File: src/rtl/bnn_cell_pkg.sv
package bnn_cell_pkg;
  // Strobes from control to datapath for the current cycle
  typedef struct packed {
    logic first;   // accepted word opens a vector
    logic seqAdd;  // accepted word goes into the local total
    logic parOut;  // accepted word goes out to the column adder
    logic finish;  // accepted word closes a sequential vector
  } cellCtrl_t;
endpackage

File: src/rtl/bnn_popcount_tree.sv
module bnn_popcount_tree #(
  parameter int WordW = 32,
  localparam int PcW = $clog2(WordW + 1)
) (
  input  logic [WordW-1:0] bits,
  output logic [PcW-1:0]   count
);
  // Binary heap of adders: leaves at WordW-1 .. 2*WordW-2, root at 0
  logic [PcW-1:0] node [2*WordW-1];

  for (genvar i = 0; i < WordW; i++) begin : g_leaf
    assign node[WordW-1+i] = PcW'(bits[i]);
  end
  for (genvar j = 0; j < WordW-1; j++) begin : g_add
    assign node[j] = node[2*j+1] + node[2*j+2];
  end

  assign count = node[0];
endmodule

File: src/rtl/bnn_cell_ctrl.sv
module bnn_cell_ctrl
  import bnn_cell_pkg::*;
#(
  parameter int Depth = 64,
  localparam int AddrW = $clog2(Depth)
) (
  input  logic             clk,
  input  logic             rstN,
  input  logic             inValid,
  input  logic             inStart,
  input  logic             inLast,
  input  logic             parMode,
  output cellCtrl_t        ctrl,
  output logic [AddrW-1:0] rdAddr,
  output logic             done
);
  logic [AddrW-1:0] wordPtr;

  assign rdAddr = inStart ? '0 : wordPtr;

  always_comb begin
    ctrl.first  = inValid & inStart;
    ctrl.seqAdd = inValid & ~parMode;
    ctrl.parOut = inValid & parMode;
    ctrl.finish = inValid & inLast & ~parMode;
  end

  always_ff @(posedge clk) begin
    if (!rstN) begin
      wordPtr <= '0;
      done    <= 1'b0;
    end else begin
      done <= ctrl.finish;
      if (inValid) begin
        if (rdAddr == AddrW'(Depth-1)) wordPtr <= '0;
        else                           wordPtr <= rdAddr + 1'b1;
      end
    end
  end
endmodule

File: src/rtl/bnn_cell_datapath.sv
module bnn_cell_datapath
  import bnn_cell_pkg::*;
#(
  parameter int WordW = 32,
  parameter int Depth = 64,
  localparam int AddrW = $clog2(Depth),
  localparam int PcW   = $clog2(WordW + 1),
  localparam int AccW  = $clog2(WordW * Depth + 1)
) (
  input  logic             clk,
  input  logic             rstN,
  input  cellCtrl_t        ctrl,
  input  logic [AddrW-1:0] rdAddr,
  input  logic [WordW-1:0] inData,
  input  logic             wtWrEn,
  input  logic [AddrW-1:0] wtWrAddr,
  input  logic [WordW-1:0] wtWrData,
  input  logic             thrWrEn,
  input  logic [AccW-1:0]  thrWrData,
  output logic             actOut,
  output logic             partValid,
  output logic [PcW-1:0]   partCount
);
  logic [WordW-1:0] wMem [Depth];
  logic [AccW-1:0]  threshold;
  logic [AccW-1:0]  accum;
  logic [WordW-1:0] agreeBits;
  logic [PcW-1:0]   wordCount;
  logic [AccW-1:0]  accBase;
  logic [AccW-1:0]  accNext;
  logic [AccW:0]    margin;

  always_ff @(posedge clk) begin
    if (wtWrEn) wMem[wtWrAddr] <= wtWrData;
  end

  assign agreeBits = ~(inData ^ wMem[rdAddr]);

  bnn_popcount_tree #(.WordW(WordW)) u_tree (
    .bits  (agreeBits),
    .count (wordCount)
  );

  assign accBase = ctrl.first ? '0 : accum;
  assign accNext = accBase + AccW'(wordCount);
  // sign of (total - threshold): clear means total >= threshold
  assign margin  = {1'b0, accNext} - {1'b0, threshold};

  always_ff @(posedge clk) begin
    if (!rstN) begin
      threshold <= '0;
      accum     <= '0;
      actOut    <= 1'b0;
      partValid <= 1'b0;
      partCount <= '0;
    end else begin
      if (thrWrEn) threshold <= thrWrData;
      if (ctrl.seqAdd)     accum <= accNext;
      else if (ctrl.first) accum <= '0;
      if (ctrl.finish) actOut <= ~margin[AccW];
      partValid <= ctrl.parOut;
      if (ctrl.parOut) partCount <= wordCount;
    end
  end
endmodule

File: src/rtl/bnn_neuron_cell.sv
module bnn_neuron_cell
  import bnn_cell_pkg::*;
#(
  parameter int WordW = 32,
  parameter int Depth = 64,
  localparam int AddrW = $clog2(Depth),
  localparam int PcW   = $clog2(WordW + 1),
  localparam int AccW  = $clog2(WordW * Depth + 1)
) (
  input  logic             clk,
  input  logic             rstN,
  input  logic             wtWrEn,
  input  logic [AddrW-1:0] wtWrAddr,
  input  logic [WordW-1:0] wtWrData,
  input  logic             thrWrEn,
  input  logic [AccW-1:0]  thrWrData,
  input  logic             inValid,
  input  logic             inStart,
  input  logic             inLast,
  input  logic             parMode,
  input  logic [WordW-1:0] inData,
  output logic             actOut,
  output logic             done,
  output logic             partValid,
  output logic [PcW-1:0]   partCount
);
  cellCtrl_t        ctrl;
  logic [AddrW-1:0] rdAddr;

  bnn_cell_ctrl #(.Depth(Depth)) u_ctrl (
    .clk     (clk),
    .rstN    (rstN),
    .inValid (inValid),
    .inStart (inStart),
    .inLast  (inLast),
    .parMode (parMode),
    .ctrl    (ctrl),
    .rdAddr  (rdAddr),
    .done    (done)
  );

  bnn_cell_datapath #(.WordW(WordW), .Depth(Depth)) u_dp (
    .clk       (clk),
    .rstN      (rstN),
    .ctrl      (ctrl),
    .rdAddr    (rdAddr),
    .inData    (inData),
    .wtWrEn    (wtWrEn),
    .wtWrAddr  (wtWrAddr),
    .wtWrData  (wtWrData),
    .thrWrEn   (thrWrEn),
    .thrWrData (thrWrData),
    .actOut    (actOut),
    .partValid (partValid),
    .partCount (partCount)
  );
endmodule

File: config.mk
export PLATFORM = sky130hd
export DESIGN_NAME = bnn_neuron_cell
export DESIGN_NICKNAME = d
export VERILOG_FILES = /design/src/rtl/bnn_cell_pkg.sv /design/src/rtl/bnn_popcount_tree.sv /design/src/rtl/bnn_cell_ctrl.sv /design/src/rtl/bnn_cell_datapath.sv /design/src/rtl/bnn_neuron_cell.sv
export SDC_FILE = /design/constraint.sdc
export NUM_CORES = 2
export LEC_CHECK = 0
export BUFFER_PORTS_ARGS = -buffer_cell sky130_fd_sc_hd__buf_2
export CORE_AREA = 2 2 458 460
export CTS_CLUSTER_SIZE = 25
export DETAILED_ROUTE_END_ITERATION = 10
export DIE_AREA = 0 0 460 462
export HOLD_SLACK_MARGIN = 0.08
export SYNTH_ARGS = -nofsm -noshare
export SYNTH_HDL_FRONTEND = slang
export SYNTH_HIERARCHICAL = 1
export SYNTH_SLANG_ARGS = --single-unit
export TNS_END_PERCENT = 10
File: constraint.sdc
create_clock -name clk -period 7.8 [get_ports clk]
set_input_delay 0.39 -clock clk [delete_from_list [all_inputs] [get_ports clk]]
set_output_delay 0.39 -clock clk [all_outputs]
set_load 0.05 [all_outputs]
Word level (Yosys, flattened, before mapping)
Memory sizes are Yosys's and may differ from the RTL's.
Cells that the tools add are included.
{"block": "totals", "regBits": 39, "latch_bits": 0, "ram_bits": 2048, "mem_bits_ro": 0, "input_bits": 90, "out_inout_bits": 9, "wordCells": 58, "mem_count": 1}
{"block": "classes", "addsub": 34, "n_mul": 0, "div": 0, "n_lt_le_gt_ge": 0, "eq_ne": 1, "shift": 0, "n_mux": 6, "bitwise": 9, "n_reduce_logical": 0}
{"memory": "u_dp.wMem", "depth": 64, "width": 32, "read_ports": 1, "rd_clocked_by_memory_dff": 0, "wr": 1, "line_no": "bnn_cell_datapath.sv:24", "text": "logic [WordW-1:0] wMem [Depth];"}
{"cell": "$add A6 B6 Y6", "count": 15}
{"cell": "$add A1 B1 Y2", "count": 16}
{"cell": "$not A32 Y32", "count": 1}
{"cell": "$xor A32 B32 Y32", "count": 1}
{"cell": "$mux W12", "count": 2}
{"cell": "$sub A12 B12 Y13", "count": 1}
{"cell": "$add A12 B6 Y12", "count": 1}
{"cell": "$mux W6", "count": 2}
{"cell": "$add A6 B1 Y6 const B", "count": 1}
{"cell": "$eq A6 B6 Y1 const B", "count": 1}
{"cell": "$and A1 B1 Y1", "count": 5}
{"cell": "$mux W1", "count": 2}
{"cell": "$not A1 Y1", "count": 2}

Logic depth before layout (Yosys ltp)
An unclocked memory read counts as a cell.
{"block": "logic_depth", "ltp_word": 12, "ltp_mapped": 41, "depth_no_buf": 35}

Cells and area by module
The synthesis kept the hierarchy.
{"mod": "bnn_cell_datapath", "instances": 1, "cells_each": 4284, "area_per_inst_um2": 80936.4, "seq_area_each_um2": 62139.6}
{"mod": "bnn_popcount_tree", "instances": 1, "cells_each": 114, "area_per_inst_um2": 1097.3, "seq_area_each_um2": 0.0}
{"mod": "bnn_cell_ctrl", "instances": 1, "cells_each": 49, "area_per_inst_um2": 425.4, "seq_area_each_um2": 140.1}

Worst setup path after synthesis
OpenSTA, ideal clock, no wires.
{"block": "synth_timing", "path_type": "input port to flip-flop", "start": "input inStart", "end": "register u_dp.actOut", "setup_ps": 114, "arrival_ps": 8155, "required_ps": 7686, "path_slack_ps": -469, "cell_stages": 37, "path_buffers": 5, "path_cell_list": "buf_2 > nor2b_1 > buf_6 > buf_6 > buf_6 > buf_2 > mux4_2 > o21ai_0 > nand4_1 > o41ai_2 > xor2_1 > ha_1 > inv_1 > fa_1 > inv_1 > fa_1 > inv_1 > fa_1 > inv_1 > fa_1 > fa_1 > ha_1 > inv_1 > fa_1 > inv_1 > ha_1 > a21oi_1 > o21ai_0 > nand3_1 > xor2_1 > nor2_1 > ha_1 > a21o_1 > a21o_1 > a21oi_1 > a21oi_1 > a21o_1"}
{"block": "synth_between", "elab_chain_cells": 12, "word_cells_on_any_way": 40, "cone_classes": "33 x add/sub; 2 x mux; 4 x bitwise; 1 x memory"}
{"element": "start, declared", "line_no": "bnn_neuron_cell.sv:18", "text": "input logic inStart,"}
{"element": "$mux W6", "line_no": "bnn_cell_ctrl.sv:19", "text": "assign rdAddr = inStart ? '0 : wordPtr;"}
{"element": "via rdAddr[0]", "line_no": "bnn_neuron_cell.sv:28", "text": "logic [AddrW-1:0] rdAddr;"}
{"element": "$mem_v2 Z64 W32"}
{"element": "$xor A32 B32 Y32", "line_no": "bnn_cell_datapath.sv:37", "text": "assign agreeBits = ~(inData ^ wMem[rdAddr]);"}
{"element": "$not A32 Y32", "line_no": "bnn_cell_datapath.sv:37"}
{"element": "via u_dp.agreeBits[11]", "line_no": "bnn_cell_datapath.sv:27", "text": "logic [WordW-1:0] agreeBits;"}
{"element": "$add A1 B1 Y2", "line_no": "bnn_popcount_tree.sv:15", "text": "assign node[j] = node[2*j+1] + node[2*j+2];"}
{"element": "$add A6 B6 Y6 (4 in series)", "line_no": "bnn_popcount_tree.sv:15"}
{"element": "via u_dp.wordCount[2]", "line_no": "bnn_cell_datapath.sv:28", "text": "logic [PcW-1:0] wordCount;"}
{"element": "$add A12 B6 Y12", "line_no": "bnn_cell_datapath.sv:45", "text": "assign accNext = accBase + AccW'(wordCount);"}
{"element": "$sub A12 B12 Y13", "line_no": "bnn_cell_datapath.sv:47", "text": "assign margin = {1'b0, accNext} - {1'b0, threshold};"}
{"element": "$not A1 Y1", "line_no": "bnn_cell_datapath.sv:60", "text": "if (ctrl.finish) actOut <= ~margin[AccW];"}
{"element": "end signal, assigned", "line_no": "bnn_cell_datapath.sv:60"}
{"element": "end, declared", "line_no": "bnn_cell_datapath.sv:20", "text": "output logic actOut,"}
The timed path passes the listed nets, and every way through them passes these cells.
A chain may end at the register's enable or synchronous reset.

Worst setup path after layout
{"block": "layout_timing", "start": "register u_ctrl.wordPtr[0]", "end": "register u_dp.actOut"}
{"block": "layout_between", "elab_chain_cells": 12, "word_cells_on_any_way": 38, "cone_classes": "33 x add/sub; 1 x mux; 3 x bitwise; 1 x memory"}
{"element": "start, declared", "line_no": "bnn_cell_ctrl.sv:17", "text": "logic [AddrW-1:0] wordPtr;"}
{"element": "start signal, assigned", "line_no": "bnn_cell_ctrl.sv:36", "text": "else wordPtr <= rdAddr + 1'b1;"}
{"element": "$mux W6", "line_no": "bnn_cell_ctrl.sv:19"}
{"element": "via rdAddr[0]", "line_no": "bnn_neuron_cell.sv:28"}
{"element": "$mem_v2 Z64 W32"}
{"element": "$xor A32 B32 Y32", "line_no": "bnn_cell_datapath.sv:37"}
{"element": "$not A32 Y32", "line_no": "bnn_cell_datapath.sv:37"}
{"element": "via u_dp.agreeBits[31]", "line_no": "bnn_cell_datapath.sv:27"}
{"element": "$add A1 B1 Y2", "line_no": "bnn_popcount_tree.sv:15"}
{"element": "$add A6 B6 Y6 (4 in series)", "line_no": "bnn_popcount_tree.sv:15"}
{"element": "via u_dp.wordCount[2]", "line_no": "bnn_cell_datapath.sv:28"}
{"element": "$add A12 B6 Y12", "line_no": "bnn_cell_datapath.sv:45"}
{"element": "$sub A12 B12 Y13", "line_no": "bnn_cell_datapath.sv:47"}
{"element": "$not A1 Y1", "line_no": "bnn_cell_datapath.sv:60"}
The timed path passes the listed nets, and every way through them passes these cells.

==> metrics <==
die area approximately 210,000 um2; RSZ-0062 raised after global routing true; Power, Total 27,300 uW; Initial Utilization 0.396; Post-synth ARST share 0; Final setup viols 2; layout cells sized above 1 0.238; final hold vios 0; Place WS -1.36 ns; Fin Setup TNS -0.604 ns; grt ovf 0; final cell count without fillers between 8k and 9k; Worst slew margin 0.191; Yosys top cell area share 0.746; # H-tree levels 4; Synth Cell Area 82,500 um2; Top FF cell, synth edfxtp_1; WHS Path Cells 5; post-synthesis mux area share 0.132; Reg-to-Reg End u_dp/actOut; critical path endpoint category flip-flop; ranking of synthesized cells by area edfxtp_1 (75%), mux2i_1 (9.0%), mux4_2 (4.2%); CP max stage cell or4b_4; Reg2Reg Depth 38; Die H 462 um; CP Buf/Inv Count 11; DRT Wirelength 237,000 um; synth unique cells 65; most area-hungry cell type in the Yosys netlist edfxtp_1; Iteration-0 DRC Markers 4,792; failing checks setup timing; Clock Root Buffer clkbuf_16; fin util 0.473; hpwl dp 136,000 um; commonest cells after routing, fill and taps aside edfxtp_1 (2,048), mux2i_1 (739), buf_4 (451); Clock Pin Slew Worst Setup and Hold Paths 0.06 ns; first-pass GRT wire length about 330,000 um; Post-Syn Nets between 4k and 5k; FMAX 120 MHz; critical path class flip-flop to flip-flop; Hold Path End u_ctrl/wordPtr[0]; period utilization 1.07; Warnings, synthesis 6; Syn Inst Count 4,447; initial antenna violation count 23; crit path DAT 9.13 ns; core area between 200,000 and 250,000 um2; register area share after synthesis 0.755; Lkg Pwr between 0.03 and 0.04 uW; Synth Area per Inst 18.5 um2; IO buf count 98; CP most frequent cell fa_2; Synth Area in Simple Gates 0.0302; adder-cell share of the synthesized area 0.0129; placed insts between 7k and 8k; Avg WL per Cell 29.6 um; Total GRT Usage 0.219; Compound-Gate Fraction of Synth Area 0.0461; Worst-Margin Slew ~1.2 ns; worst hold path type input port to flip-flop; delay-heaviest family, CP adder cells; Worst path max stage delay 0.67 ns; final antenna-violating net count 0; Final Wtd Congestion 0.826; clock sink count 2,087; Die Wd 460 um; skew final a little under 0.04 ns; Post-Synth XOR/XNOR Area 0.00542; Slew Limit Fails 0; main combinational cell family by area after synthesis multiplexers; CTS tree built; number of fillers in the final layout 17.3k; worst r2r src u_ctrl/wordPtr[0]; Pwr Density 277 nW/um2; HP Start inStart; io pins 99; Placement Rows approximately 170; Final nets 5,256; via count 45.5k; footprint of the multi-input gates 19,700 um2; vias in the first global route 44.8k; Skew-Pair Late Insertion Delay about 0.86 ns; Post-synth EDFFs 2,048; DR vias/cell 5.69; TritonCTS buffer count around 210; Max-cap violations 0; DR pass1 iterations 5; CP Max Fanout 12; leading cell type in the layout, fill and taps excluded edfxtp_1; status finished, violations left; setup slack, reg-to-reg -0.57 ns; Post-route DRC 0; Setup crit start kind flip-flop; pin count of the biggest net entering global routing 65; Sequential Area roughly 62,000 um2; P&R area growth vs syn 19.3%; crit path time final 8.37 ns; Worst EP required 8.56 ns; final worst slack -0.566 ns; Yosys reg bits 2,087; Max IR drop VDD 0.797 mV; CTS max path bufs 3
[state kept, by name, indices dropped and copies added, names as in the netlist]
register        cells
u_dp/partCount      6
u_ctrl/done         1
u_dp/wMem        2048
u_dp/partValid      1
u_dp/actOut         1
u_dp/threshold     12
u_ctrl/wordPtr      6
u_dp/accum         12
[layer usage]
metal | global-route usage | wire (um) | up-vias
met3 | 0.0330 | 18000 | 340
met5 | 0 | 41 | -
met2 | 0.351 | 111000 | 1945
li1 | - | - | 19300
met1 | 0.310 | 100000 | 24000
met4 | 0.0683 | 7080 | 6
[worst max path at each step]
stage / from / end / slack [ns] / cells past startpoint
finish: u_ctrl/wordPtr[0] / u_dp/actOut / -0.57 / 38
global route: u_ctrl/wordPtr[0] / u_dp/actOut / -0.79 / 39
CTS: u_ctrl/wordPtr[0] / u_dp/actOut / -0.59 / 35
detailed placement: inStart / u_dp/actOut / -1.36 / 37
global placement: inStart / u_dp/actOut / -1.35 / 40
floorplan: inStart / u_dp/actOut / 0.002 / 40
[power by group]
part           switching [uW]  internal [uW]
Sequential               26.4          12400
Clock                    4290           5350
Combinational            2650           2570
Total                    6970          20300
[synth_stat cells, types with 3 or more instances]
cell type  instances
a31oi_1            4
nand2_1           77
or4_1             28
and3_1             4
mux2i_1          744
buf_2            124
nor2_1           189
clkbuf_1          86
a221oi_1          50
edfxtp_1        2048
o21ai_0           83
o22ai_1          186
buf_1             12
a22oi_1          135
ha_1              42
dfxtp_1           39
o21ai_1            4
a21oi_1           19
inv_1             66
mux4_2           154
nor3_1            36
nand3_1           20
a21o_1             8
buf_6              8
xor2_1            36
a22o_1             4
nand4_1           42
fa_1              27
xnor2_1           15
nor2b_1           51
nand2b_1           9
nand3b_1           4
nand4b_2           3
or3_1              3
nor3b_1            4
and2_1             7
buf_4             17
o41ai_2           24
[cells by family (layout without fill, tap and decap cells)]
| logic type | count (synthesis) | after routing |
|---|---|---|
| AO/OA/AOI/OAI | 534 | 534 |
| XOR/XNOR | 51 | 51 |
| adder cells (fa/ha/maj) | 69 | 69 |
| flip-flops | 2087 | 2087 |
| other | 0 | 9 |
| multiplexers | 898 | 898 |
| AND/OR/NAND/NOR | 493 | 493 |
| buffers and inverters | 315 | 1141 |
[layout make-up]
type | count | share of cell area
Sequential cell | 2087 | 0.633
Multi-Input combinational cell | 2045 | 0.200
Timing Repair Buffer | 687 | 0.0624
Clock buffer | 250 | 0.0547
Tap cell | 2720 | 0.0346
Clock inverter | 136 | 0.0123
Inverter | 68 | 0.00262
Antenna cell | 9 | 0.000229
[metrics by stage]
step                cell area (um2)  hold slack [ns]
floorplan                     82600            0.475
global placement              90400            0.494
detailed placement            90400            0.504
CTS                           98000           0.0903
global route                  98400            0.142
finish                        98400            0.149
[worst min-delay path, cell delays in order]
cell and delay (ns):
buf_2 0.19, nor2b_4 0.07, buf_4 0.13, nand2_1 0.06, o211a_1 0.13
[repair_timing]
item / in CTS / in global routing
gates cloned: 4 / 3
resized for setup: 55 / 53
endpoints found under the hold margin: 48 / 0
setup endpoints to repair: 11 / 10
buffers inserted: 11 / 7
hold buffers: 45 / 0
pin swaps: 8 / 25
Power figures use the tool's default switching activity.
